<file path="src/rtl/prescaled_cmp_timer.sv">
module prescaled_cmp_timer #(
  parameter int PRE_W  = 12,
  parameter int STEP_W = 8
) (
  input  logic        clk,
  input  logic        rst_n,
  input  logic        bus_valid,
  input  logic        bus_write,
  input  logic [5:0]  bus_addr,
  input  logic [31:0] bus_wdata,
  output logic [31:0] bus_rdata,
  output logic        irq_o
);
  localparam int STEP_LSB = 16;
  localparam int CNT_W    = 64;

  logic             active_q, en_q, stat_q;
  logic [PRE_W-1:0] pre_val_q, pre_cnt_q;
  logic [STEP_W-1:0] step_q;
  logic [CNT_W-1:0] cnt_q, cmp_q;

  wire       mapped = !bus_addr[5];
  wire [2:0] idx    = bus_addr[4:2];
  wire       wen    = bus_valid && bus_write && mapped;

  wire wr_ctrl  = wen && idx == 3'd0;
  wire wr_cfg   = wen && idx == 3'd1;
  wire wr_cntl  = wen && idx == 3'd2;
  wire wr_cnth  = wen && idx == 3'd3;
  wire wr_cmpl  = wen && idx == 3'd4;
  wire wr_cmph  = wen && idx == 3'd5;
  wire wr_en    = wen && idx == 3'd6;

  wire tick    = active_q && (pre_cnt_q == pre_val_q);
  wire [CNT_W-1:0] cnt_next = cnt_q + {{(CNT_W-STEP_W){1'b0}}, step_q};
  wire hit     = cnt_q >= cmp_q;

  always_ff @(posedge clk or negedge rst_n) begin
    if (!rst_n) begin
      active_q  <= 1'b0;
      en_q      <= 1'b0;
      pre_val_q <= '0;
      step_q    <= '0;
      cmp_q     <= '1;
    end else begin
      if (wr_ctrl) active_q <= bus_wdata[0];
      if (wr_en)   en_q     <= bus_wdata[0];
      if (wr_cfg) begin
        pre_val_q <= bus_wdata[PRE_W-1:0];
        step_q    <= bus_wdata[STEP_LSB +: STEP_W];
      end
      if (wr_cmpl) cmp_q[31:0]  <= bus_wdata;
      if (wr_cmph) cmp_q[63:32] <= bus_wdata;
    end
  end

  always_ff @(posedge clk or negedge rst_n) begin
    if (!rst_n) begin
      pre_cnt_q <= '0;
    end else if (wr_cfg || tick) begin
      pre_cnt_q <= '0;
    end else if (active_q) begin
      pre_cnt_q <= pre_cnt_q + 1'b1;
    end
  end

  always_ff @(posedge clk or negedge rst_n) begin
    if (!rst_n) begin
      cnt_q <= '0;
    end else if (wr_cntl || wr_cnth) begin
      if (wr_cntl) cnt_q[31:0]  <= bus_wdata;
      if (wr_cnth) cnt_q[63:32] <= bus_wdata;
    end else if (tick) begin
      cnt_q <= cnt_next;
    end
  end

  always_ff @(posedge clk or negedge rst_n) begin
    if (!rst_n) stat_q <= 1'b0;
    else        stat_q <= active_q && hit;
  end

  assign irq_o = stat_q && en_q;

  always_comb begin
    bus_rdata = '0;
    if (mapped) begin
      unique case (idx)
        3'd0: bus_rdata = {31'b0, active_q};
        3'd1: begin
          bus_rdata[PRE_W-1:0]          = pre_val_q;
          bus_rdata[STEP_LSB +: STEP_W] = step_q;
        end
        3'd2: bus_rdata = cnt_q[31:0];
        3'd3: bus_rdata = cnt_q[63:32];
        3'd4: bus_rdata = cmp_q[31:0];
        3'd5: bus_rdata = cmp_q[63:32];
        3'd6: bus_rdata = {31'b0, en_q};
        default: bus_rdata = {31'b0, stat_q};
      endcase
    end
  end

  a_r2_frozen: assert property (@(posedge clk) disable iff (!rst_n)
    (!active_q && !wr_cntl && !wr_cnth) |=> $stable(cnt_q));

  a_r3_quiet: assert property (@(posedge clk) disable iff (!rst_n)
    !active_q |=> !irq_o);

  a_r4_step: assert property (@(posedge clk) disable iff (!rst_n)
    (tick && !wr_cntl && !wr_cnth) |=> cnt_q == $past(cnt_q) + {{(CNT_W-STEP_W){1'b0}}, $past(step_q)});

  a_r4_pre_bound: assert property (@(posedge clk) disable iff (!rst_n)
    pre_cnt_q <= pre_val_q);

  a_r7_gate: assert property (@(posedge clk) disable iff (!rst_n)
    irq_o |-> en_q);

  a_r6_fire: assert property (@(posedge clk) disable iff (!rst_n)
    (active_q && hit && en_q && !wr_en) |=> irq_o);

  a_r8_precedence: assert property (@(posedge clk) disable iff (!rst_n)
    wr_cntl |=> cnt_q[31:0] == $past(bus_wdata));
endmodule

</file>
<file path="config.mk">
export PLATFORM = sky130hd
export DESIGN_NAME = prescaled_cmp_timer
export DESIGN_NICKNAME = d
export VERILOG_FILES = /design/src/rtl/prescaled_cmp_timer.sv
export SDC_FILE = /design/constraint.sdc
export NUM_CORES = 1
export LEC_CHECK = 0
export BUFFER_PORTS_ARGS = -buffer_cell sky130_fd_sc_hd__buf_2
export CAP_MARGIN = 0
export CORE_MARGIN = 3
export CORE_UTILIZATION = 50
export DETAILED_ROUTE_END_ITERATION = 10
export GPL_ROUTABILITY_DRIVEN = 0
export PLACE_DENSITY = 0.72
export RECOVER_POWER = 50
export SLEW_MARGIN = 5
export SYNTH_ARGS = -nofsm -noshare
export SYNTH_HDL_FRONTEND = slang
export SYNTH_SLANG_ARGS = --single-unit
export TNS_END_PERCENT = 10
</file>
<file path="constraint.sdc">
create_clock -name clk -period 6.1 [get_ports clk]
set_input_delay 0.915 -clock clk [delete_from_list [all_inputs] [get_ports clk]]
set_output_delay 0.915 -clock clk [all_outputs]
set_load 0.02 [all_outputs]
</file>
After elaboration in Yosys (flattened, before gate mapping):

Cells that the tools add are included.

* bits in registers: 163
* input bits: 42

* multiplexer cells: 11
* eq/ne operators: 9
* reductions and logical operators: 20
* order comparisons: 1
* $add $sub $neg: 2

Operators by type and width (count)
* $mux 64: 2
* $mux 32: 3
* $pmux 12 s7: 1
* $add 64x8->64: 1
* $ge 64x64->1: 1
* $pmux 8 s5: 1
* $pmux 8 s4: 1
* $mux 12: 2
* $pmux 4 s4: 1
* $add 12x1->12 const B: 1
* $eq 12x12->1: 1
* $logic_and 1x1->1: 12
* $eq 3x3->1 const B: 3
* $eq 3x2->1 const B: 2
* $ne 2x2->1 const B: 2
* $reduce_and 2->1: 2
* $reduce_bool 2->1: 2
* $eq 3x1->1 const B: 1
* $logic_not 3->1: 1
* $logic_or 1x1->1: 2
* $logic_not 1->1: 1

Longest topological paths before layout:

* depth in word-level cells: 6
* depth in mapped cells: 10
* gate-level depth less buffers: 9

Worst setup path after synthesis:

Ideal clock, no wire load.

* path type: in2out
* start point: input port bus_addr[4]
* end point: output port bus_rdata[25]
* data arrival time: 2.522 ns
* cell stages on the path: 7
* path slack: 2.663 ns
* path through: buf_2 > nor2b_1 > clkbuf_1 > and2_1 > clkbuf_1 > a22oi_1 > a21oi_1

* cells in the longest elaborated chain, start to end: 3
* elaborated cells between the ends (all ways): 6
* classes of those cells: 4 x eq/ne; 2 x mux

RTL lines
* start: declaration: line 9 `input logic [5:0] bus_addr,`
* $eq 3x3->1 or $eq 3x2->1 (tied branches): line 88 `unique case (idx)`
* $pmux 8 s4 *: line 88
* $mux 32 *: line 87 `if (mapped) begin`
* end: declaration: line 11 `output logic [31:0] bus_rdata,`

Every way passes the cells marked *; elsewhere a longest branch is shown, timed or not.

Worst setup path in the final report:

* start point: input port bus_addr[4]
* end point: output port bus_rdata[24]

The elaborated chain is that of the path after synthesis.

==> run metrics <==
status finished, violations left; failing checks max-capacitance violations, max-slew violations; final-report max-slew violation count about 110; Tmin final around 5.1 ns; Placed Area around 12000 sq um; nets@finish ~1500; largest area contributor in the netlist dfrtp_1; top-area cell type share of the netlist area 21.6%; clock root buffer clkbuf_16; CTS Buffer Depth 2; fill count around 2000; Fmax just under 0.2 GHz; CP endpoint kind output port; Avg WL per Cell 23.9 microns; Avg Cell Area, Syn 8.45 sq um; sequential fraction of the synthesis area a little over a third; die extent in y 157 microns; Cell Int Power ~2.4 mW; DR vias/cell between 6 and 7; Post-Syn Instances approximately 1400; via count of the routed design 11400; normalized max-slew margin -92.6%; sinks on the clock net ~160; Antenna Nets Post-Route 0; starting density of the core slightly above 50%; Core Util, Final a little under three fifths; Layout area overhead 10.0%; Flop pwr share a little over two fifths; reg2reg setup slack between 2 and 3 ns; endpoints failing setup 0; 1st-iter DRT viols between 1500 and 2000; clk slew on worst S/H paths 0.07 ns; Hold Vio Cnt, Final 0; first-pass GRT wire length 62100 microns; GR Util All Layers between 30% and 40%; CP Data Arrival Time approximately 4.2 ns; diode count 0; design area between 10000 and 15000 sq um; Synth Flop Type dfrtp_1; Netlist cell types slightly above 80; DR DRC count 0; PostCTS Resize Cnt 0; Worst-Skew Late Latency around 0.45 ns; gr ovfl total 0; synthesized flop and latch total 163; Die Width roughly 160 microns; share of total power in combinational logic slightly below 30%; final worst path period share 84.3%; yosys warns 0; Net Sw Frac 38.6%; sink of the worst hold path cmp_q[49]$_DFFE_PN1P_; Reg-to-Reg Start cnt_q[0]$_DFFE_PN0P_; Cell Rows 54; NetSw roughly 1.5 mW; Critical Path Fanout Max 18; Reg2Reg Depth 9; clock skew approximately 0.015 ns; top post-synthesis cells by area dfrtp_1 22%, dfstp_2 15%, ha_1 8.0%; Post-Syn Area around 11000 sq um; Setup TNS 0 ns; Pleak 5.28 nW; Hold Crit Depth 2; CTS tree done; share of layout cells above drive strength 1 16.5%; worst r2r dst cnt_q[40]$_DFFE_PN0P_; initial antenna violation count 1; largest net degree at the start of global routing between 100 and 150; IO Count between 70 and 80; CP Class primary input to output port; Mapped Nets about 1500; # Max-Cap Violations 1; Worst Min Path Start cmp_q[49]$_DFFE_PN1P_; Die ar. ~25000 sq um; worst-margin pin slew roughly 2.9 ns; Startpoint Class primary input; Pwr per Cell Area around 300 nW/um^2; worst vdd ir between 0.15 and 0.2 mV; HPWL Detailed slightly below 30000 microns; Clock power frac 28.2%; RSZ-0062 raised after global routing no; Core Area 22200 sq um; ys async rst share 100%; drt total wl between 40000 and 50000 microns; CTS Hold Bufs 0; Hold Crit Class register to register; H-tree Lvls 4; Post-synth EDFFs 0; Initial DRT Pass Iterations 6; port bufs between 70 and 80; vias in the first global route between 10000 and 15000; Post-CTS Setup Repair Bufs 0; CTS Buf Count 17; Required @ worst endpoint about 5.2 ns
## metrics by stage
| stage | instances | worst slack (ns) | hold slack, ns | total power [mW] |
|---|---|---|---|---|
| after global routing | 1680 | 0.878 | 0.535 | 4.11 |
| after global placement | 1648 | 1.90 | 0.502 | 2.72 |
| final | 1680 | 0.958 | 0.515 | 3.88 |
| after detailed placement | 1648 | 1.85 | 0.511 | 2.76 |
| after CTS | 1680 | 1.84 | 0.519 | 3.85 |
| after floorplan | 1358 | 2.66 | 0.484 | 2.37 |
## Yosys cell counts (all sizes together), types with 12 or more instances
cell and number:
dfstp 64, nor3 34, and3 14, dfrtp 99, o22ai 12, xnor2 23
clkbuf 67, a221oi 12, o211ai 16, nand3 52, mux2i 25, a22oi 29
a211oi 17, a21oi 96, o21ai 92, mux2 25, nand4 45, nor4 14
nor2 97, inv 79, buf 16, nand2 166, ha 73, a31oi 15
## sequential cells by signal (all words and copies together), names as in the netlist
signal,flops
active_q,1
cmp_q,64
cnt_q,64
en_q,1
pre_cnt_q,12
pre_val_q,12
stat_q,1
step_q,8
## layer usage
metal,global-route usage (%),vias up,routed length [microns],part of all wire [%]
met2,48.6,694,17400,43
met3,7.92,146,4530,11
met4,14.8,2,2260,5.6
met1,45.3,5484,16000,40
met5,0,-,13,0.032
li1,-,5079,-,-
## placed cells by master (no fill, tap or decap), types with 15 or more instances in the layout
cell       synthesis  layout
a22oi_1           29      29
nand3_1           52      52
o211ai_1          16      16
ha_1              73      73
buf_4              0      19
dfrtp_1           99      99
o21ai_0           91      91
a31oi_1           15      15
nor2_1            97      96
nand4_1           45      45
clkbuf_16          0      17
xnor2_1           20      20
buf_2              3      69
inv_1             79      79
nand2_1          166     165
mux2_2            24      24
nor3_1            34      33
a21oi_1           96      96
mux2i_1           25      25
dfstp_2           64      64
a211oi_1          17      17
## worst max-delay path, stage by stage
cell	delay, ns
clkbuf_1	0.77
clkbuf_1	0.92
nor2b_2	0.41
o21bai_1	0.65
buf_4	0.29
a21oi_1	0.08
buf_2	0.17
## cell families (layout without fill, tap and decap cells)
group	Yosys count	in the layout	share of synthesized area (%)
flip-flops	163	163	36.3
AND/OR/NAND/NOR	491	491	20.7
AO/OA/AOI/OAI	387	387	22.2
XOR/XNOR	30	30	2.59
adder cells (fa/ha/maj)	74	74	8.14
buffers and inverters	163	205	5.43
multiplexers	50	50	4.64
## power by group through the flow
stage	combinational (mW)	sequential (mW)	clock, mW
after detailed placement	1.12	1.65	0
after global placement	1.07	1.64	0
final	1.14	1.64	1.09
after global routing	1.29	1.67	1.15
after CTS	1.12	1.63	1.10
after floorplan	0.849	1.53	0
## area by class of cell
type	count	area (sq um)	share of cell area (%)
Tap cell	280	350	2.78
Sequential cell	163	4160	33.0
Multi-Input combinational cell	1032	6710	53.2
Inverter	80	300	2.38
Clock buffer	17	425	3.37
Timing Repair Buffer	93	509	4.04
Clock inverter	15	166	1.32
## worst max-delay path by stage
stage / from / slack, ns / cells after the start / endpoint
after floorplan: bus_addr[4] / 2.66 / 7 / bus_rdata[25]
after global placement: bus_addr[4] / 1.90 / 6 / bus_rdata[10]
after detailed placement: bus_addr[4] / 1.85 / 6 / bus_rdata[10]
after CTS: bus_addr[4] / 1.84 / 6 / bus_rdata[10]
after global routing: bus_addr[4] / 0.88 / 7 / bus_rdata[24]
final: bus_addr[4] / 0.96 / 7 / bus_rdata[24]
No activity file was read; power rests on OpenSTA's default activity.
